`src/rtl/sd_cmd_pkg.sv`:
```
package sd_cmd_pkg;
  localparam int IDX_W    = 6;
  localparam int ARG_W    = 32;
  localparam int CRC_W    = 7;
  localparam int CMD_W    = 48;
  localparam int BODY_W   = CMD_W - CRC_W - 1;
  localparam int SHORT_W  = 48;
  localparam int LONG_W   = 136;
  localparam int LONG_HDR = 8;
  localparam int RESP_W   = LONG_W - 2 * LONG_HDR;

  typedef enum logic [1:0] {
    ST_IDLE,
    ST_SEND,
    ST_WAIT,
    ST_RECV
  } cmd_state_e;

  // One serial step of CRC7, generator x^7 + x^3 + 1.
  function automatic logic [CRC_W-1:0] crc7_step(input logic [CRC_W-1:0] c, input logic d);
    logic fb;
    fb = d ^ c[CRC_W-1];
    return {c[5:3], c[2] ^ fb, c[1:0], fb};
  endfunction
endpackage

```
`src/rtl/sd_crc7.sv`:
```
module sd_crc7
  import sd_cmd_pkg::*;
(
  input  logic             clk,
  input  logic             rst_n,
  input  logic             clr,
  input  logic             en,
  input  logic             shout,
  input  logic             din,
  output logic [CRC_W-1:0] crc
);
  logic [CRC_W-1:0] crc_d;

  always_comb begin
    crc_d = crc;
    if (clr)        crc_d = '0;
    else if (en)    crc_d = crc7_step(crc, din);
    else if (shout) crc_d = {crc[CRC_W-2:0], 1'b0};
  end

  always_ff @(posedge clk or negedge rst_n) begin
    if (!rst_n) crc <= '0;
    else        crc <= crc_d;
  end
endmodule

```
`src/rtl/sd_cmd_tx.sv`:
```
module sd_cmd_tx
  import sd_cmd_pkg::*;
(
  input  logic             clk,
  input  logic             rst_n,
  input  logic             load,
  input  logic             shift,
  input  logic [IDX_W-1:0] idx,
  input  logic [ARG_W-1:0] arg,
  output logic             txd,
  output logic             last
);
  localparam int CW = $clog2(CMD_W);
  localparam logic [CW-1:0] BODY_END = CW'(BODY_W);
  localparam logic [CW-1:0] PKT_LAST = CW'(CMD_W - 1);
  localparam logic [CW-1:0] ONE      = CW'(1);

  logic [BODY_W-1:0] sr, sr_d;
  logic [CW-1:0]     cnt, cnt_d;
  logic [CRC_W-1:0]  crc;
  logic              in_body;
  logic              crc_en, crc_shout;

  assign in_body   = cnt < BODY_END;
  assign crc_en    = shift && in_body;
  assign crc_shout = shift && !in_body;
  assign last      = shift && (cnt == PKT_LAST);

  always_comb begin
    if (in_body)               txd = sr[BODY_W-1];
    else if (cnt != PKT_LAST)  txd = crc[CRC_W-1];
    else                       txd = 1'b1;
  end

  always_comb begin
    sr_d  = sr;
    cnt_d = cnt;
    if (load) begin
      sr_d  = {1'b0, 1'b1, idx, arg};
      cnt_d = '0;
    end else if (shift) begin
      sr_d  = {sr[BODY_W-2:0], 1'b0};
      cnt_d = cnt + ONE;
    end
  end

  always_ff @(posedge clk or negedge rst_n) begin
    if (!rst_n) begin
      sr  <= '0;
      cnt <= '0;
    end else begin
      sr  <= sr_d;
      cnt <= cnt_d;
    end
  end

  sd_crc7 u_crc (
    .clk   (clk),
    .rst_n (rst_n),
    .clr   (load),
    .en    (crc_en),
    .shout (crc_shout),
    .din   (sr[BODY_W-1]),
    .crc   (crc)
  );
endmodule

```
`src/rtl/sd_cmd_rx.sv`:
```
module sd_cmd_rx
  import sd_cmd_pkg::*;
(
  input  logic              clk,
  input  logic              rst_n,
  input  logic              clr,
  input  logic              take,
  input  logic              long_sel,
  input  logic              din,
  output logic              last,
  output logic              crc_bad,
  output logic              end_bad,
  output logic [IDX_W-1:0]  rx_idx,
  output logic [RESP_W-1:0] rx_data
);
  localparam int CW = $clog2(LONG_W + 1);
  localparam logic [CW-1:0] ONE = CW'(1);

  // sr[k-1] holds packet bit k when the final bit arrives on din.
  logic [LONG_W-2:0] sr, sr_d;
  logic [CW-1:0]     cnt, cnt_d;
  logic [CW-1:0]     len, lo, hi;
  logic [CRC_W-1:0]  crc;
  logic              crc_en;

  always_comb begin
    len = long_sel ? CW'(LONG_W) : CW'(SHORT_W);
    lo  = long_sel ? CW'(LONG_HDR) : '0;
    hi  = long_sel ? CW'(LONG_W - LONG_HDR) : CW'(SHORT_W - LONG_HDR);
  end

  assign crc_en  = take && (cnt >= lo) && (cnt < hi);
  assign last    = take && (cnt == len - ONE);
  assign crc_bad = sr[CRC_W-1:0] != crc;
  assign end_bad = !din;
  assign rx_idx  = sr[SHORT_W-4 -: IDX_W];
  assign rx_data = long_sel ? sr[LONG_W-10:LONG_HDR-1]
                            : {{(RESP_W-ARG_W){1'b0}}, sr[SHORT_W-10:LONG_HDR-1]};

  always_comb begin
    sr_d  = sr;
    cnt_d = cnt;
    if (clr) begin
      sr_d  = '0;
      cnt_d = '0;
    end else if (take) begin
      sr_d  = {sr[LONG_W-3:0], din};
      cnt_d = cnt + ONE;
    end
  end

  always_ff @(posedge clk or negedge rst_n) begin
    if (!rst_n) begin
      sr  <= '0;
      cnt <= '0;
    end else begin
      sr  <= sr_d;
      cnt <= cnt_d;
    end
  end

  sd_crc7 u_crc (
    .clk   (clk),
    .rst_n (rst_n),
    .clr   (clr),
    .en    (crc_en),
    .shout (1'b0),
    .din   (din),
    .crc   (crc)
  );
endmodule

```
`src/rtl/sd_cmd_line_ctrl.sv`:
```
module sd_cmd_line_ctrl
  import sd_cmd_pkg::*;
#(
  parameter int TIMEOUT_SLOTS = 64
) (
  input  logic              clk,
  input  logic              rst_n,
  input  logic              bit_en,
  input  logic              start_req,
  input  logic [IDX_W-1:0]  cmd_index,
  input  logic [ARG_W-1:0]  cmd_arg,
  input  logic [1:0]        resp_type,
  input  logic              cmd_in,
  output logic              cmd_out,
  output logic              cmd_oe,
  output logic              busy,
  output logic              cmd_end,
  output logic              resp_end,
  output logic              timeout_err,
  output logic              crc_err,
  output logic              index_err,
  output logic              endbit_err,
  output logic [RESP_W-1:0] resp_data
);
  localparam int TW = $clog2(TIMEOUT_SLOTS);
  localparam logic [TW-1:0] T_LAST = TW'(TIMEOUT_SLOTS - 1);
  localparam logic [TW-1:0] T_ONE  = TW'(1);

  cmd_state_e        st, st_d;
  logic [TW-1:0]     tcnt, tcnt_d;
  logic              want_q, want_d, long_q, long_d;
  logic [IDX_W-1:0]  idx_q, idx_d;
  logic              to_d, crc_d, ie_d, eb_d;
  logic [RESP_W-1:0] data_d;

  logic              accept, tx_shift, tx_last, txd;
  logic              rx_take, rx_last, rx_crc_bad, rx_end_bad;
  logic [IDX_W-1:0]  rx_idx;
  logic [RESP_W-1:0] rx_data;

  assign accept   = (st == ST_IDLE) && start_req;
  assign tx_shift = (st == ST_SEND) && bit_en;
  assign rx_take  = bit_en && (((st == ST_WAIT) && !cmd_in) || (st == ST_RECV));
  assign cmd_oe   = (st == ST_SEND);
  assign cmd_out  = (st == ST_SEND) ? txd : 1'b1;
  assign busy     = (st != ST_IDLE);

  always_comb begin
    st_d   = st;
    tcnt_d = tcnt;
    want_d = want_q;
    long_d = long_q;
    idx_d  = idx_q;
    to_d   = timeout_err;
    crc_d  = crc_err;
    ie_d   = index_err;
    eb_d   = endbit_err;
    data_d = resp_data;
    case (st)
      ST_IDLE: if (start_req) begin
        st_d   = ST_SEND;
        want_d = (resp_type != 2'b00);
        long_d = resp_type[1];
        idx_d  = cmd_index;
        tcnt_d = '0;
        to_d   = 1'b0;
        crc_d  = 1'b0;
        ie_d   = 1'b0;
        eb_d   = 1'b0;
      end
      ST_SEND: if (tx_last) st_d = want_q ? ST_WAIT : ST_IDLE;
      ST_WAIT: if (bit_en) begin
        if (!cmd_in) begin
          st_d = ST_RECV;
        end else if (tcnt == T_LAST) begin
          st_d = ST_IDLE;
          to_d = 1'b1;
        end else begin
          tcnt_d = tcnt + T_ONE;
        end
      end
      ST_RECV: if (rx_last) begin
        st_d   = ST_IDLE;
        crc_d  = rx_crc_bad;
        eb_d   = rx_end_bad;
        ie_d   = !long_q && (rx_idx != idx_q);
        data_d = rx_data;
      end
      default: st_d = ST_IDLE;
    endcase
  end

  always_ff @(posedge clk or negedge rst_n) begin
    if (!rst_n) begin
      st          <= ST_IDLE;
      tcnt        <= '0;
      want_q      <= 1'b0;
      long_q      <= 1'b0;
      idx_q       <= '0;
      timeout_err <= 1'b0;
      crc_err     <= 1'b0;
      index_err   <= 1'b0;
      endbit_err  <= 1'b0;
      resp_data   <= '0;
      cmd_end     <= 1'b0;
      resp_end    <= 1'b0;
    end else begin
      st          <= st_d;
      tcnt        <= tcnt_d;
      want_q      <= want_d;
      long_q      <= long_d;
      idx_q       <= idx_d;
      timeout_err <= to_d;
      crc_err     <= crc_d;
      index_err   <= ie_d;
      endbit_err  <= eb_d;
      resp_data   <= data_d;
      cmd_end     <= tx_last;
      resp_end    <= rx_last;
    end
  end

  sd_cmd_tx u_tx (
    .clk   (clk),
    .rst_n (rst_n),
    .load  (accept),
    .shift (tx_shift),
    .idx   (cmd_index),
    .arg   (cmd_arg),
    .txd   (txd),
    .last  (tx_last)
  );

  sd_cmd_rx u_rx (
    .clk      (clk),
    .rst_n    (rst_n),
    .clr      (accept),
    .take     (rx_take),
    .long_sel (long_q),
    .din      (cmd_in),
    .last     (rx_last),
    .crc_bad  (rx_crc_bad),
    .end_bad  (rx_end_bad),
    .rx_idx   (rx_idx),
    .rx_data  (rx_data)
  );
endmodule

```
`config.mk`:
```
export PLATFORM = sky130hd
export DESIGN_NAME = sd_cmd_line_ctrl
export DESIGN_NICKNAME = d
export VERILOG_FILES = /design/src/rtl/sd_cmd_pkg.sv /design/src/rtl/sd_crc7.sv /design/src/rtl/sd_cmd_tx.sv /design/src/rtl/sd_cmd_rx.sv /design/src/rtl/sd_cmd_line_ctrl.sv
export SDC_FILE = /design/constraint.sdc
export NUM_CORES = 1
export LEC_CHECK = 0
export ABC_AREA = 1
export BUFFER_PORTS_ARGS = -buffer_cell sky130_fd_sc_hd__buf_2
export CAP_MARGIN = 15
export CORE_MARGIN = 2
export CORE_UTILIZATION = 62
export DETAILED_ROUTE_END_ITERATION = 8
export HOLD_SLACK_MARGIN = 0.12
export PLACE_DENSITY = 0.85
export SLEW_MARGIN = 0
export SYNTH_ARGS = -nofsm -noshare
export SYNTH_HDL_FRONTEND = slang
export SYNTH_SLANG_ARGS = --single-unit
```
`constraint.sdc`:
```
create_clock -name clk -period 3.75 [get_ports clk]
set_input_delay 0.1875 -clock clk [delete_from_list [all_inputs] [get_ports clk]]
set_output_delay 0.1875 -clock clk [all_outputs]
set_load 0.01 [all_outputs]
```
Word level (Yosys, flattened, before mapping)
Index checks and enable logic that the tools add are counted.
{"block": "totals", "ff_bits": 337, "input_bits": 45, "output_inout_bits": 129, "wordCells": 120}
{"block": "op_classes", "addsub": 4, "order_cmp": 3, "eq_ne": 17, "mux": 44, "bitwise": 4, "n_reduce_logical": 30}
{"operator": "127-bit two-way mux", "n": 2}
{"operator": "120-bit two-way mux", "n": 1}
{"operator": "40-bit two-way mux", "n": 2}
{"operator": "6-bit two-way mux", "n": 6}
{"operator": "7-bit two-way mux", "n": 5}
{"operator": "8-bit two-way mux", "n": 4}
{"operator": "5-bit AND reduction", "n": 3}
{"operator": "2-bit two-way mux", "n": 7}
{"operator": "2-bit nonzero test", "n": 7}
{"operator": "6-bit by 1-bit adder with 6-bit output, second input constant", "n": 2}
{"operator": "6-bit equality test, second input constant", "n": 2}
{"operator": "6-bit case mux with 2 select lines", "n": 1}
{"operator": "1-bit logical AND", "n": 11}
{"operator": "1-bit two-way mux", "n": 10}
{"operator": "2-bit inequality test, second input constant", "n": 5}
{"operator": "8-bit by 1-bit adder with 8-bit output, second input constant", "n": 1}
{"operator": "8-bit equality test", "n": 1}
{"operator": "8-bit greater-or-equal comparator", "n": 1}
{"operator": "8-bit < comparator", "n": 1}
{"operator": "1-bit case mux with 2 select lines", "n": 4}
{"operator": "2-bit case mux with 4 select lines", "n": 1}
{"operator": "8-bit by 1-bit subtractor with 8-bit output, second input constant", "n": 1}
{"operator": "7-bit inequality test", "n": 1}
{"operator": "6-bit < comparator, second input constant", "n": 1}
{"operator": "14 further kinds", "n": 22}

Longest topological paths before layout
{"block": "logic_depth", "depth_word": 8, "mapped_depth": 14}

Cells and area by module
From an unflattened synthesis, not the netlist that was laid out.
{"block": "hier_totals", "hier_cells": 1695, "area_unflattened_um2": 14820.5}
{"module": "sd_cmd_rx", "n_inst": 1, "cells_each": 731, "area_each_um2": 6369.9, "seq_area_each_um2": 3378.2}
{"module": "sd_cmd_line_ctrl", "n_inst": 1, "cells_each": 671, "area_each_um2": 5680.4, "seq_area_each_um2": 3553.4}
{"module": "sd_cmd_tx", "n_inst": 1, "cells_each": 223, "area_each_um2": 2129.5, "seq_area_each_um2": 1151.1}
{"module": "sd_crc7", "n_inst": 2, "cells_each": 35, "area_each_um2": 320.3, "seq_area_each_um2": 175.2}

Worst setup path before layout
OpenSTA, ideal clock, no wires.
{"block": "synth_path", "path_type": "register to register", "start": "register long_q", "end": "register resp_data[100]", "setup_time_ns": 0.130, "arrival_time_ns": 2.208, "required_ns": 3.620, "path_slack_ns": 1.412, "path_stages_with_launch": 14, "path_buffers": 4, "synth_period_minus_slack_ns": 2.338, "path_cell_list": "dfrtp_1 > clkbuf_1 > clkbuf_1 > inv_1 > ha_1 > nand2_1 > inv_1 > nand2_1 > nor2_1 > nand3_2 > buf_2 > clkbuf_1 > nand2_1 > o21ai_1"}
{"block": "synth_between", "elab_chain_cells": 5, "elab_cells_between_ends": 6, "classes_between": "add/sub (1); eq/ne (1); mux (2); reduce/logical (2)"}
{"element": "from (decl)", "line_no": "sd_cmd_line_ctrl.sv:31", "text": "logic want_q, want_d, long_q, long_d;"}
{"element": "from (signal assigned)", "line_no": "sd_cmd_line_ctrl.sv:111", "text": "long_q <= long_d;"}
{"element": "8-bit two-way mux", "line_no": "sd_cmd_rx.sv:27", "text": "len = long_sel ? CW'(LONG_W) : CW'(SHORT_W);"}
{"element": "8-bit by 1-bit subtractor with 8-bit output", "line_no": "sd_cmd_rx.sv:33", "text": "assign last = take && (cnt == len - ONE);"}
{"element": "8-bit equality test", "line_no": "sd_cmd_rx.sv:33"}
{"element": "1-bit logical AND", "line_no": "sd_cmd_rx.sv:33"}
{"element": "2-bit AND reduction (no source line)"}
{"element": "to (signal assigned)", "line_no": "sd_cmd_line_ctrl.sv:117", "text": "resp_data <= data_d;"}
{"element": "to (decl)", "line_no": "sd_cmd_line_ctrl.sv:23", "text": "output logic [RESP_W-1:0] resp_data"}
Several ways; a longest one is shown, not always the timed one.
A chain may end at the register's enable or synchronous reset.

Final worst setup path
{"block": "layout_path", "start": "register st[0]", "end": "register u_rx.sr[16]"}
{"block": "layout_between", "elab_chain_cells": 5, "elab_cells_between_ends": 9, "classes_between": "eq/ne (2); mux (1); reduce/logical (6)"}
{"element": "from (decl)", "line_no": "sd_cmd_line_ctrl.sv:29", "text": "cmd_state_e st, st_d;"}
{"element": "from (signal assigned)", "line_no": "sd_cmd_line_ctrl.sv:108", "text": "st <= st_d;"}
{"element": "2-bit equality test", "line_no": "sd_cmd_line_ctrl.sv:43", "text": "assign rx_take = bit_en && (((st == ST_WAIT) && !cmd_in) || (st == ST_RECV));"}
{"element": "1-bit logical AND", "line_no": "sd_cmd_line_ctrl.sv:43"}
{"element": "1-bit logical OR", "line_no": "sd_cmd_line_ctrl.sv:43"}
{"element": "1-bit logical AND", "line_no": "sd_cmd_line_ctrl.sv:43"}
{"element": "2-bit nonzero test (no source line)"}
{"element": "to (signal assigned)", "line_no": "sd_cmd_rx.sv:57", "text": "sr <= sr_d;"}
{"element": "to (decl)", "line_no": "sd_cmd_rx.sv:20", "text": "logic [LONG_W-2:0] sr, sr_d;"}
Several ways; a longest one is shown, not always the timed one.

==> impl_metrics.json <==
{
  "critPathLaunchType": "flip-flop",
  "drc": 0,
  "fin_crit_ps": 2518,
  "synthAdderAreaFrac_pct": 0.6333,
  "cp_cell_sequence": "nor2_1, nand2_4, clkinv_2, nor2_4, buf_4, inv_2, buf_4, o21ai_0",
  "syn2layout_area_growth_pct": 18.93,
  "via_count": 11300,
  "final_common_cell": "nand2_1",
  "grt_setup_unrepaired": "false",
  "min_period_over_period_pct": 67.15,
  "fmax_mhz": 397.1,
  "slew_headroom_pct": 32.13,
  "synth_area_mm2": 0.01383,
  "rr_worst_depth": 8,
  "cts_made_buffers": 35,
  "grt_max_degree": 106,
  "yosysWarnings": 0,
  "cts_root_buf": "clkbuf_16",
  "tightest_slew_ps": 1018,
  "grt_usage_pct": 27.90,
  "setup_violations": 0,
  "drtIter0Drc": 865,
  "grt_pass1_vias": 11170,
  "yosys.area_share.simple_pct": 16.84,
  "drv_slew": 0,
  "crit_path_end_kind": "flip-flop",
  "drive_gt1_share_pct": 15.17,
  "hold_viol_final": 0,
  "ys_seq_area_share_pct": 60.98,
  "worst_path_most_repeated_cell": "buf_4",
  "worstHoldPathCells": 5,
  "clock_skew_ps": 15.57,
  "die_x_um": 153.4,
  "drtAntennaViolNets": 0,
  "ir_drop_v": 0.0004927,
  "row_count": 54,
  "final-seq-area_mm2": 0.008434,
  "place_hpwl_um": 18960,
  "clockBufferDepth": 3,
  "wl_um": 31950,
  "worstHoldEndpoint": "u_tx.sr[31]",
  "cts_num_sinks": 337,
  "status": "completed",
  "overflow": 0,
  "drt_first_pass_iters": 5,
  "syn_area_per_cell_um2": 9.183,
  "reg2reg_from": "st[0]",
  "max-cap-violations": 0,
  "crit_slowest_cell": "buf_4",
  "multi_input_area_mm2": 0.004471,
  "crit_fanout": 64,
  "syn_nets": 1558,
  "synth_compound_area_share_pct": 13.89,
  "gp_congestion": 0.8207,
  "synthCells": 1506,
  "setup_tns_ps": 0,
  "synthMuxAreaShare_pct": 0,
  "cpPeakStageDelay_ps": 540,
  "synth_cell_types": 32,
  "cts_tree": "done",
  "crit_arrival_ps": 2870,
  "ctsHtreeMaxLevel": 2,
  "initial_core_util_pct": 63.17,
  "p_leak_uw": 0.007819,
  "r2r-end": "u_rx.sr[16]",
  "port_buffers": 173,
  "hold_class": "input pin to flip-flop",
  "criticalPathCategory": "flip-flop to flip-flop",
  "grt_pass1_wl_um": 54830,
  "fill_cells": 1502,
  "hp-start": "bit_en",
  "synth-xor-area-share_pct": 0.8233,
  "path_clk_slew_ps": 60,
  "grt_antenna_before_repair": 1,
  "final_cell_mix": "nand2_1, dfrtp_1, buf_2",
  "die_area_mm2": 0.02352,
  "ys_ff_latch": 337,
  "synth_top_family_by_area": "simple AND/OR/NAND/NOR gates",
  "r2r_setup_slack_ps": 1230,
  "final_nets": 1737,
  "via_per_inst": 5.683,
  "io_pins": 174,
  "power.density_mw_per_mm2": 572.8,
  "die_y_um": 153.4,
  "whs_ps": 282.5,
  "wl_per_cell_um": 16.07,
  "worst_ep_required_time_ps": 4100,
  "clock_latency_ps": 510,
  "core_mm2": 0.02189
}
kinds of logic after synthesis:
| group | Yosys count |
|---|---|
| AND/OR/NAND/NOR | 569 |
| flip-flops | 337 |
| AO/OA/AOI/OAI | 336 |
| buffers and inverters | 244 |
| XOR/XNOR | 13 |
| adder cells (fa/ha/maj) | 7 |
registers in the layout (all words and copies together), names as in the netlist, 6 cells and up:
register / flops
idx_q: 6
u_rx.u_crc.crc: 7
u_tx.cnt: 6
u_tx.u_crc.crc: 7
u_tx.sr: 40
resp_data: 120
u_rx.cnt: 8
u_rx.sr: 127
tcnt: 6
how the worst max path moves through the flow:
stage                start        endpoint  cells past startpoint
floorplan           long_q  resp_data[100]                     13
global placement     st[0]     u_rx.sr[32]                      8
detailed placement   st[0]     u_rx.sr[47]                      8
CTS                  st[0]      u_rx.sr[7]                      8
global route         st[0]     u_rx.sr[16]                      8
finish               st[0]     u_rx.sr[16]                      8
cell usage after synthesis, drive strengths merged:
library cell,number,share of area [%]
a21oi,9,0.33
a22o,1,0.063
buf,29,1.0
clkbuf,63,1.7
dfrtp,337,61
ha,7,0.63
inv,152,4.1
nand2,381,10
nand3,108,3.9
nand3b,1,0.054
nand4,4,0.18
nor2,65,1.9
nor3,8,0.29
nor3b,1,0.054
nor4,1,0.045
o211ai,4,0.22
o21a,3,0.16
o21ai,234,8.5
o221ai,19,1.2
o22ai,18,0.81
o31ai,48,2.6
xnor2,8,0.51
xor2,5,0.32
per-stage QoR:
step	power, µW	utilization (%)	setup slack, ps	cells	cell area [µm²]
finish	9421	75.13	1232	1988	16450
global route	9878	75.13	1011	1988	16450
global placement	5915	68.04	1411	1886	14900
CTS	9425	75.12	1256	1987	16440
floorplan	5455	-	1412	1506	13830
detailed placement	5987	68.04	1277	1886	14900
layout make-up:
| class | count | share of cell area, % |
|---|---|---|
| timing repair buffer | 234 | 9.053 |
| sequential | 337 | 51.28 |
| inverter | 152 | 3.477 |
| antenna | 1 | 0.01521 |
| tap | 280 | 2.130 |
| clock buffer | 51 | 6.314 |
| multi-input combinational | 925 | 27.18 |
| clock inverter | 8 | 0.5477 |
routing by layer:
metal | up-vias | wire length, µm | GRT usage, %
met4 | 0 | 637 | 7.951
li1 | 5309 | - | -
met2 | 396 | 15350 | 44.05
met3 | 64 | 2144 | 4.877
met5 | - | 0 | 0
met1 | 5529 | 13820 | 40.54
power by group:
part,internal (µW),switching [µW]
clock,2050,1360
combinational,490,1370
sequential,3970,181
total,6510,2910
critical path: cells and delay by family, from the launching register on:
kind,cells,cell delay (ps)
AOI/OAI and AO/OA,1,190
buffers and inverters,4,1240
DFF,1,450
and+or+nand+nor,3,380
repair_timing:
action	CTS	global route
endpoints found under the hold margin	150	0
gates resized for setup	0	0
setup endpoints to repair	0	0
hold buffers	42	0
buffers inserted	0	0
(Power assumes the default switching activity.)
